`src/rtl/pgwalk_pkg.sv`:
```
`timescale 1ns/1ps
package pgwalk_pkg;
  localparam int FLAG_PRESENT = 0;
  localparam int FLAG_WRITE   = 1;
  localparam int FLAG_USER    = 2;
  localparam int FLAG_W       = 3;

  typedef enum logic [1:0] {
    CAUSE_NONE   = 2'd0,
    CAUSE_ABSENT = 2'd1,
    CAUSE_PRIV   = 2'd2,
    CAUSE_WRITE  = 2'd3
  } fault_cause_e;

  typedef enum logic [2:0] {
    ST_IDLE,
    ST_DIR_ISSUE,
    ST_DIR_WAIT,
    ST_TBL_ISSUE,
    ST_TBL_WAIT,
    ST_FINISH
  } walk_state_e;
endpackage

```
`src/rtl/pgwalk_entry_chk.sv`:
```
`timescale 1ns/1ps
module pgwalk_entry_chk
  import pgwalk_pkg::*;
(
  input  logic [FLAG_W-1:0] flags,
  input  logic              user,
  input  logic              write,
  output fault_cause_e      cause
);
  // Priority: presence, then user permission, then write permission.
  always_comb begin
    if (!flags[FLAG_PRESENT])
      cause = CAUSE_ABSENT;
    else if (user && !flags[FLAG_USER])
      cause = CAUSE_PRIV;
    else if (user && write && !flags[FLAG_WRITE])
      cause = CAUSE_WRITE;
    else
      cause = CAUSE_NONE;
  end
endmodule

```
`src/rtl/pgwalk_ent_addr.sv`:
```
`timescale 1ns/1ps
module pgwalk_ent_addr #(
  parameter int AW        = 32,
  parameter int OFF_BITS  = 12,
  parameter int IDX_BITS  = 10,
  parameter int ENT_SHIFT = 2
) (
  input  logic [AW-OFF_BITS-1:0] frame,
  input  logic [IDX_BITS-1:0]    idx,
  output logic [AW-1:0]          addr
);
  localparam int FRAME_W = AW - OFF_BITS;
  logic [AW-1:0] base_byte;
  logic [AW-1:0] idx_byte;
  assign base_byte = {frame[FRAME_W-1:0], {OFF_BITS{1'b0}}};
  assign idx_byte  = AW'(idx) << ENT_SHIFT;
  assign addr      = base_byte + idx_byte;
endmodule

```
`src/rtl/pgwalk_top.sv`:
```
`timescale 1ns/1ps
module pgwalk_top
  import pgwalk_pkg::*;
#(
  parameter int AW       = 32,
  parameter int OFF_BITS = 12,
  parameter int IDX_BITS = 10
) (
  input  logic                   clk,
  input  logic                   rst_n,
  input  logic                   xlate_en,
  input  logic [AW-OFF_BITS-1:0] pt_root,
  input  logic                   req_valid,
  output logic                   req_ready,
  input  logic [AW-1:0]          req_lin,
  input  logic                   req_user,
  input  logic                   req_write,
  output logic                   mem_rd_valid,
  input  logic                   mem_rd_ready,
  output logic [AW-1:0]          mem_rd_addr,
  input  logic                   mem_rsp_valid,
  input  logic [AW-1:0]          mem_rsp_data,
  output logic                   rsp_valid,
  input  logic                   rsp_ready,
  output logic [AW-1:0]          rsp_phys,
  output logic                   rsp_fault,
  output logic                   rsp_fault_lvl,
  output logic [1:0]             rsp_cause
);
  localparam int FRAME_W = AW - OFF_BITS;
  localparam int LEVELS  = 2;

  walk_state_e         state_q;
  logic [AW-1:0]       lin_q;
  logic                user_q;
  logic                write_q;
  logic [FRAME_W-1:0]  base_q [LEVELS];
  logic [AW-1:0]       ent_addr [LEVELS];
  logic [AW-1:0]       phys_q;
  logic                fault_q;
  logic                lvl_q;
  fault_cause_e        cause_q;
  fault_cause_e        chk_cause;
  logic                unused_entry_bits;

  assign unused_entry_bits = ^mem_rsp_data[OFF_BITS-1:FLAG_W];

  // One entry-address generator per table level; level l indexes with
  // the l-th index field counted from the top of the linear address.
  for (genvar l = 0; l < LEVELS; l++) begin : g_lvl
    pgwalk_ent_addr #(
      .AW(AW), .OFF_BITS(OFF_BITS), .IDX_BITS(IDX_BITS), .ENT_SHIFT(2)
    ) u_addr (
      .frame (base_q[l]),
      .idx   (lin_q[AW-1-l*IDX_BITS -: IDX_BITS]),
      .addr  (ent_addr[l])
    );
  end

  pgwalk_entry_chk u_chk (
    .flags (mem_rsp_data[FLAG_W-1:0]),
    .user  (user_q),
    .write (write_q),
    .cause (chk_cause)
  );

  assign req_ready     = (state_q == ST_IDLE);
  assign mem_rd_valid  = (state_q == ST_DIR_ISSUE) || (state_q == ST_TBL_ISSUE);
  assign mem_rd_addr   = (state_q == ST_TBL_ISSUE) ? ent_addr[1] : ent_addr[0];
  assign rsp_valid     = (state_q == ST_FINISH);
  assign rsp_phys      = phys_q;
  assign rsp_fault     = fault_q;
  assign rsp_fault_lvl = lvl_q;
  assign rsp_cause     = cause_q;

  always_ff @(posedge clk or negedge rst_n) begin
    if (!rst_n) begin
      state_q <= ST_IDLE;
      lin_q   <= '0;
      user_q  <= 1'b0;
      write_q <= 1'b0;
      base_q[0] <= '0;
      base_q[1] <= '0;
      phys_q  <= '0;
      fault_q <= 1'b0;
      lvl_q   <= 1'b0;
      cause_q <= CAUSE_NONE;
    end else begin
      unique case (state_q)
        ST_IDLE: begin
          if (req_valid) begin
            lin_q     <= req_lin;
            user_q    <= req_user;
            write_q   <= req_write;
            base_q[0] <= pt_root;
            fault_q   <= 1'b0;
            lvl_q     <= 1'b0;
            cause_q   <= CAUSE_NONE;
            if (xlate_en) begin
              state_q <= ST_DIR_ISSUE;
            end else begin
              phys_q  <= req_lin;
              state_q <= ST_FINISH;
            end
          end
        end
        ST_DIR_ISSUE: if (mem_rd_ready) state_q <= ST_DIR_WAIT;
        ST_DIR_WAIT: begin
          if (mem_rsp_valid) begin
            if (chk_cause != CAUSE_NONE) begin
              fault_q <= 1'b1;
              lvl_q   <= 1'b0;
              cause_q <= chk_cause;
              phys_q  <= '0;
              state_q <= ST_FINISH;
            end else begin
              base_q[1] <= mem_rsp_data[AW-1:OFF_BITS];
              state_q   <= ST_TBL_ISSUE;
            end
          end
        end
        ST_TBL_ISSUE: if (mem_rd_ready) state_q <= ST_TBL_WAIT;
        ST_TBL_WAIT: begin
          if (mem_rsp_valid) begin
            lvl_q <= 1'b1;
            if (chk_cause != CAUSE_NONE) begin
              fault_q <= 1'b1;
              cause_q <= chk_cause;
              phys_q  <= '0;
            end else begin
              phys_q <= {mem_rsp_data[AW-1:OFF_BITS], lin_q[OFF_BITS-1:0]};
            end
            state_q <= ST_FINISH;
          end
        end
        ST_FINISH: if (rsp_ready) state_q <= ST_IDLE;
        default: state_q <= ST_IDLE;
      endcase
    end
  end
endmodule

```
`config.mk`:
```
export PLATFORM = sky130hd
export DESIGN_NAME = pgwalk_top
export DESIGN_NICKNAME = d
export VERILOG_FILES = /design/src/rtl/pgwalk_pkg.sv /design/src/rtl/pgwalk_entry_chk.sv /design/src/rtl/pgwalk_ent_addr.sv /design/src/rtl/pgwalk_top.sv
export SDC_FILE = /design/constraint.sdc
export NUM_CORES = 1
export LEC_CHECK = 0
export BUFFER_PORTS_ARGS = -buffer_cell sky130_fd_sc_hd__buf_2
export CORE_ASPECT_RATIO = 0.7
export CORE_MARGIN = 2
export CORE_UTILIZATION = 50
export CTS_CLUSTER_SIZE = 25
export DETAILED_ROUTE_END_ITERATION = 7
export PLACE_DENSITY = 0.78
export SLEW_MARGIN = 15
export SYNTH_ARGS = -nofsm -noshare
export SYNTH_HDL_FRONTEND = slang
export SYNTH_SLANG_ARGS = --single-unit
```
`constraint.sdc`:
```
create_clock -name clk -period 2.55 [get_ports clk]
set_clock_uncertainty 0.1 [all_clocks]
set_input_delay 0.255 -clock clk [delete_from_list [all_inputs] [get_ports clk]]
set_output_delay 0.255 -clock clk [all_outputs]
set_load 0.01 [all_outputs]
```
==> results of run 1 <==
## path summary, 6_finish.rpt
kind	slack, ns	depth (start not counted)	end
worst max-delay path	0.16	6	mem_rd_addr[9]
worst min-delay path	0.01	2	base_q[19]
worst max register to register	0.25	6	rsp_phys[14]
min in group asynchronous	0.33	2	base_q[27]
max in group asynchronous	1.21	3	base_q[25]
worst min register to register	0.40	1	rsp_phys[19]
## flip-flops by register name (all words and copies together) (netlist names)
signal	cells
lin_q	32
rsp_fault	1
rsp_fault_lvl	1
base_q	40
rsp_cause	2
user_q	1
state_q	3
rsp_phys	32
write_q	1
## worst register-to-register path, stage by stage, from the launching register on
cell	delay, ns
dfrtp_1	0.40
and2b_1	0.24
a31oi_4	0.05
nor4_4	0.73
buf_4	0.39
a22o_1	0.16
mux2_2	0.16
## cell families (layout without fill, tap and decap cells)
logic type | after synthesis | count (layout) | synth area share
muxes | 136 | 136 | 0.3076
DFF | 113 | 113 | 0.5414
AOI/OAI and AO/OA | 54 | 54 | 0.08816
buffers and inverters | 28 | 240 | 0.03474
and+or+nand+nor | 24 | 24 | 0.02564
other | 1 | 2 | 0.0007180
xor gates and xnor gates | 1 | 1 | 0.001677
## layout make-up
type,instances,area [um2],share of cell area
clock buffer,20,446.7,0.06262
clock inverter,11,138.9,0.01947
inverter,2,7.507,0.001052
multi-input combinational,217,2227,0.3122
sequential,113,2829,0.3966
tap,132,165.2,0.02315
timing repair buffer,207,1319,0.1849
## routing by layer
| metal | GRT usage | wire length (um) | share of wire |
|---|---|---|---|
| met1 | 0.2927 | 5714 | 0.45 |
| met2 | 0.3832 | 6051 | 0.47 |
| met3 | 0.08318 | 894 | 0.070 |
| met4 | 0.08392 | 151 | 0.012 |
| met5 | 0 | 0 | 0 |
## power breakdown
group          internal (uW)  switching (uW)
Sequential              2710             501
Clock                   1550             800
Combinational           2220            1800
## repair_timing
action / CTS / global route
hold buffers: 42 / 0
endpoints found under the hold margin: 85 / 0
gates resized for setup: 0 / 1
setup endpoints to repair: 0 / 1
## cell usage after synthesis (3+ instances only)
master / n
a21oi_1: 7
a22o_1: 32
buf_2: 13
buf_4: 8
buf_6: 4
dfrtp_1: 113
mux2_2: 115
mux2_4: 20
nand2_1: 7
nand2b_1: 6
nor2_1: 4
o21ai_0: 3
## metrics by stage
| step | area [um2] | hold WS (ns) | worst slack [ns] | cells | util |
|---|---|---|---|---|---|
| after floorplan | 5226 | -0.1406 | 0.5026 | 358 | - |
| after global placement | 6126 | 0.1998 | 0.2980 | 629 | 0.5982 |
| after detailed placement | 6126 | 0.2096 | 0.1467 | 629 | 0.5982 |
| after CTS | 7132 | 0.00008354 | 0.1139 | 702 | 0.6965 |
| after global routing | 7133 | 0.0002139 | 0.08785 | 702 | 0.6966 |
| final | 7133 | 0.01473 | 0.1611 | 702 | 0.6966 |
==> summary.txt, run 1 <==
Floorplan
  • Core Box Area: 10,240 um2
  • Chip width: 126.2 um
  • DIE HEIGHT: 89.51 um
  • I/O pins: 164
  • Row count: 31
  • Die area: 11,290 um2
  • Initial Util: 0.5100

Detailed routing
  • Initial DRC count: 172
  • Drt total wl: 12.81 mm
  • Initial DRT Pass Iterations: 4
  • Drt wl/cell: 18.25 um
  • DRC: 0
  • Via/cell ratio: 5.269
  • Number of antenna-violating nets in the routed design: 0
  • Vias: 3,699

Global route
  • Largest net degree at the start of global routing: 47
  • Total GRT Usage: 0.2338
  • Vias in the first global route: 3,912
  • Initial antenna violation count: 0
  • Grt total ovfl: 0
  • Global-route wire length before repair: 20.09 mm

Worst setup path
  • Critical Path RT: 2.19 ns
  • Worst path max stage delay: 0.41 ns
  • RR Startpoint: user_q
  • Crit path cell chain: buf_4 > nor2b_1 > nand2_1 > buf_12 > mux2_2 > buf_2
  • Setup crit start kind: flop
  • Max FO, Critical Path: 30
  • CP Capture Type: output pin
  • Critical path origin: state_q[0]
  • Buffers & Inverters on Critical Path: 3
  • Slowest CP cell: dfrtp_1
  • Critical path type: flop to output pin
  • CP arrival: 2.03 ns
  • Crit path max-delay family: buffers and inverters

Synthesis
  • Cells after Synth: 357
  • Netlist cell types: 31
  • Synth warn: 0
  • Largest cells by area after synthesis: dfrtp_1 (54%), mux2_2 (25%), mux2_4 (5.7%), a22o_1 (5.4%), buf_2 (1.2%)
  • Post-synth EDFFs: 0
  • Top cell type's share of synthesized area: 0.5414
  • Sequential area share after synthesis: 0.5414
  • Ys async rst share: 1.000
  • Avg Cell Area, Syn: 14.63 um2
  • Synth area leader: dfrtp_1
  • Post-synthesis register bit count: 113
  • Most common flop cell mapped by yosys: dfrtp_1
  • Mapped Area: 5223 um2

Status
  • Outcome: completed

Place
  • RD Place Congestion: 0.7832
  • Port bufs: 152
  • DPL Wire Length: 8.413 mm

STA
  • Tightest Pin Transition: 0.9579 ns
  • Setup Viol. Count Final: 0
  • Setup TNS: 0 ns
  • Clock period minus worst slack: 2.389 ns
  • Maximum clock frequency: 418.6 MHz
  • Fin crit share: 0.9368
  • Slew HR: 0.3566
  • Fin. Hold Viols: 0
  • Max-slew violation count: 0
  • RSZ-0062 raised after global routing: false

Finish
  • Most frequent cells in the layout: buf_2 (151), mux2_2 (115), dfrtp_1 (112)
  • Layout cell share with drive strength beyond 1: 0.5895
  • Ant. Diodes: 0
  • Most common cell after layout, fill and taps aside: buf_2
  • Final net count: 651
  • Fill count: 719
  • Area growth from synthesis to layout: 36.58%

Run
  • Total of max-cap violations: 0

Clock tree
  • Clk sink count: 113
  • Bufs on Longest Clock Path: 2
  • CTS buffer count: 17
  • Post-CTS Setup Inserts: 0
  • H-tree Lvls: 4
  • CTS tree: yes
  • Reg clk slew, reported paths: 0.05 ns
  • Clock root cell: clkbuf_16
  • Worst-Skew Late Latency: 0.40 ns

Power
  • Tot Pwr: 9579 uW
  • Leak: 0.003439 uW
  • PwrDens: 1343 nW/um2
  • Peak VDD IR: 0.0007872 V

Worst hold path
  • Hold Crit Start: mem_rsp_data[31]
  • Min-Delay Path Class: input pin to flop
Power figures use the tool's default switching activity.
==> run 2: changes to the inputs <==
--- a/config.mk
+++ b/config.mk
@@ -13,3 +13,3 @@
 export DETAILED_ROUTE_END_ITERATION = 7
-export PLACE_DENSITY = 0.78
+export PLACE_DENSITY = 0.88
 export SLEW_MARGIN = 15
==> constraint.sdc (replaced) <==
create_clock -name clk -period 2.55 [get_ports clk]
set_clock_uncertainty 0.1 [all_clocks]
set_input_delay 0 -clock clk [delete_from_list [all_inputs] [get_ports clk]]
set_output_delay 0 -clock clk [all_outputs]
set_load 0.01 [all_outputs]
==> run 2 against run 1 <==
Net effect: flip-flop and latch count unchanged; setup slack gained 0.071 ns; wire length increased by 15%; clock-buffer cell count grew 1; total power grew 3.5%; critical endpoint is now rsp_cause[1]; sequential power barely moved; core utilization increased by 4.4 points; maximum frequency increased by 3.1%; final cell count rose by 6.1%; global-route usage rose by 2.8 points; cell area grew 6.3%.
==> summary.txt, run 2 (same netlist as run 1, synthesis figures left out) <==
STA
  • Fin crit share: 0.9089 (-0.02797)
  • Slew HR: 0.5926 (+0.2360)
  • Setup Viol. Count Final: 0 (unchanged)
  • Clock period minus worst slack: 2.318 ns (-0.07133 ns)
  • Setup TNS: 0 ns (unchanged)
  • RSZ-0062 raised after global routing: false
  • Fin. Hold Viols: 0 (unchanged)
  • Max-slew violation count: 0 (unchanged)
  • Maximum clock frequency: 431.5 MHz (+3.1%)
  • Tightest Pin Transition: 0.6111 ns (-0.3468 ns)

Global route
  • Grt total ovfl: 0 (unchanged)
  • Initial antenna violation count: 0 (unchanged)
  • Total GRT Usage: 0.2616 (+0.02771)
  • Largest net degree at the start of global routing: 114 (+140%)
  • Met3 global-route usage: 0.07959 (-0.003591)
  • Global-route wire length before repair: 22.38 mm (+11%)
  • Met1 GRT Util: 0.3130 (+0.02024)
  • Most Used Layer, Global Route: met2
  • Vias in the first global route: 4,324 (+11%)
  • Met2 usage: 0.4643 (+0.08113)

Worst setup path
  • Critical path type: flop to flop
  • Critical Path RT: 2.74 ns (+0.55 ns)
  • Worst path max stage delay: 0.58 ns (+0.17 ns)
  • Reg2Reg Setup Slack: 0.23 ns (-0.02 ns)
  • CP Capture Type: flop
  • Setup crit start kind: flop
  • Crit path top cell by count: buf_4
  • Buffers & Inverters on Critical Path: 4 (+1)
  • Crit path max-delay family: buffers and inverters
  • Crit path cell chain: buf_4 > nand2b_1 > a21o_1 > buf_4 > inv_1 > nand2_1 > a21oi_1 > dlygate4sd3_1
  • Max FO, Critical Path: 19 (-37%)
  • CP arrival: 2.51 ns (+0.48 ns)
  • Slowest CP cell: dlygate4sd3_1

Detailed routing
  • Number of antenna-violating nets in the routed design: 0 (unchanged)
  • Initial DRT Pass Iterations: 7 (+3)
  • Initial DRC count: 189 (+9.9%)
  • Drt total wl: 14.68 mm (+15%)
  • DRC: 0 (unchanged)
  • Via/cell ratio: 5.420 (+2.9%)
  • Drt wl/cell: 19.71 um (+8.0%)
  • Vias: 4,038 (+9.2%)

Clock tree
  • Worst-Skew Late Latency: 0.41 ns (about the same)
  • H-tree Lvls: 4 (unchanged)
  • Clk sink count: 113 (unchanged)
  • Reg clk slew, reported paths: 0.06 ns (about the same)
  • CTS buffer count: 17 (unchanged)
  • Clock root cell: clkbuf_16
  • Bufs on Longest Clock Path: 2 (unchanged)
  • Cts repair resizes: 0 (unchanged)
  • CTS tree: yes

Floorplan
  • I/O pins: 164 (unchanged)
  • Chip width: 126.2 um (unchanged)
  • Die area: 11,290 um2 (unchanged)
  • Row count: 31 (unchanged)
  • Initial Util: 0.5100 (unchanged)
  • Core Box Area: 10,240 um2 (unchanged)
  • DIE HEIGHT: 89.51 um (unchanged)

Finish
  • Most common cell after layout, fill and taps aside: buf_2
  • Area growth from synthesis to layout: 45.26%
  • Finished Layout Cells: 745 (+6.1%)
  • Fill count: 643 (-11%)
  • Register area: 2828 um2 (about the same)
  • Final net count: 694 (+6.6%)
  • Max reg flops: 40 (unchanged)
  • Layout cell share with drive strength beyond 1: 0.5530 (-0.03646)
  • Most frequent cells in the layout: buf_2 (151), mux2_2 (115), dfrtp_1 (113)
  • Biggest register: base_q
  • Ant. Diodes: 0 (unchanged)
  • Multi-input gate area: 2227 um2 (unchanged)

Power
  • PwrDens: 1307 nW/um2 (-2.6%)
  • Clk pwr share: 0.245 (about the same)
  • Peak VDD IR: 0.0008219 V (+4.4%)
  • Leak: 0.003637 uW (+5.8%)
  • Sw power: 3273 uW (+5.4%)
  • Switching part of the total: 0.3300 (+0.005894)
  • Internal power of the cells: 6645 uW (+2.6%)
  • Reg power frac: 0.326 (-0.009)
  • Power share of the combinational group: 0.429 (+0.009)

Place
  • Cells after DPL: 629 (unchanged)
  • DPL Wire Length: 8.524 mm (+1.3%)
  • Port bufs: 152 (unchanged)
  • RD Place Congestion: 0.7920 (+1.1%)

Worst hold path
  • Min-Delay Path Class: input pin to flop

Status
  • Outcome: completed

Run
  • Total of max-cap violations: 0 (unchanged)
[run 2: power by group through the flow]
stage / clock (uW) / sequential (uW) / combinational (uW)
global placement: 0 / 3140 / 3880
finish: 2430 / 3230 / 4260
CTS: 2450 / 3210 / 4200
floorplan: 0 / 3210 / 2710
global route: 2540 / 3330 / 4540
detailed placement: 0 / 3210 / 4030
[run 2: layer usage]
layer  routed length, um  part of all wire
met1                6030              0.41
met2                7428              0.51
met3                1055             0.072
met4                 170             0.012
met5                   0                 0
[run 2: worst min-delay path, cell delays in order]
cell and delay, ns:
buf_2 0.10, nand2b_1 0.10, a21oi_1 0.06, a31oi_1 0.14, a21oi_1 0.08
[run 2: final cells by class]
type                    instances  area share
inverters                       2   0.0009896
well taps                     132     0.02177
multi-input cells             217      0.2936
flip-flops and latches        113      0.3728
clock inverters                10     0.01765
clock buffers                  21     0.06202
repair buffers                250      0.2312
[run 2: what timing repair did]
action,CTS,global route
hold buffers,82,0
setup endpoints to repair,0,16
hold endpoints to repair,226,0
setup buffers,0,3
[run 2: through the flow]
step           hold slack, ns  instance area (um2)  setup WS, ns  power [uW]  utilization
4_1_cts               0.01629                 7564        0.1065        9857       0.7386
2_1_floorplan         -0.3956                 5226        0.5026        5920            -
3_3_place_gp          0.02333                 6138        0.2351        7023       0.5995
5_1_grt               0.06982                 7586        0.1091       10420       0.7408
6_report              0.03595                 7586        0.2324        9918       0.7408
3_5_place_dp          0.03900                 6138        0.1212        7244       0.5995
[run 2: final timing paths]
check                          endpoint          from  depth (start not counted)
hold / removal               state_q[2]      xlate_en                          5
setup / recovery           rsp_cause[1]    state_q[1]                          8
min in group asynchronous    base_q[24]         rst_n                          3
max in group asynchronous    state_q[2]         rst_n                          3
hold reg to reg            rsp_phys[23]  rsp_phys[23]                          1
setup reg to reg           rsp_cause[1]    state_q[1]                          8
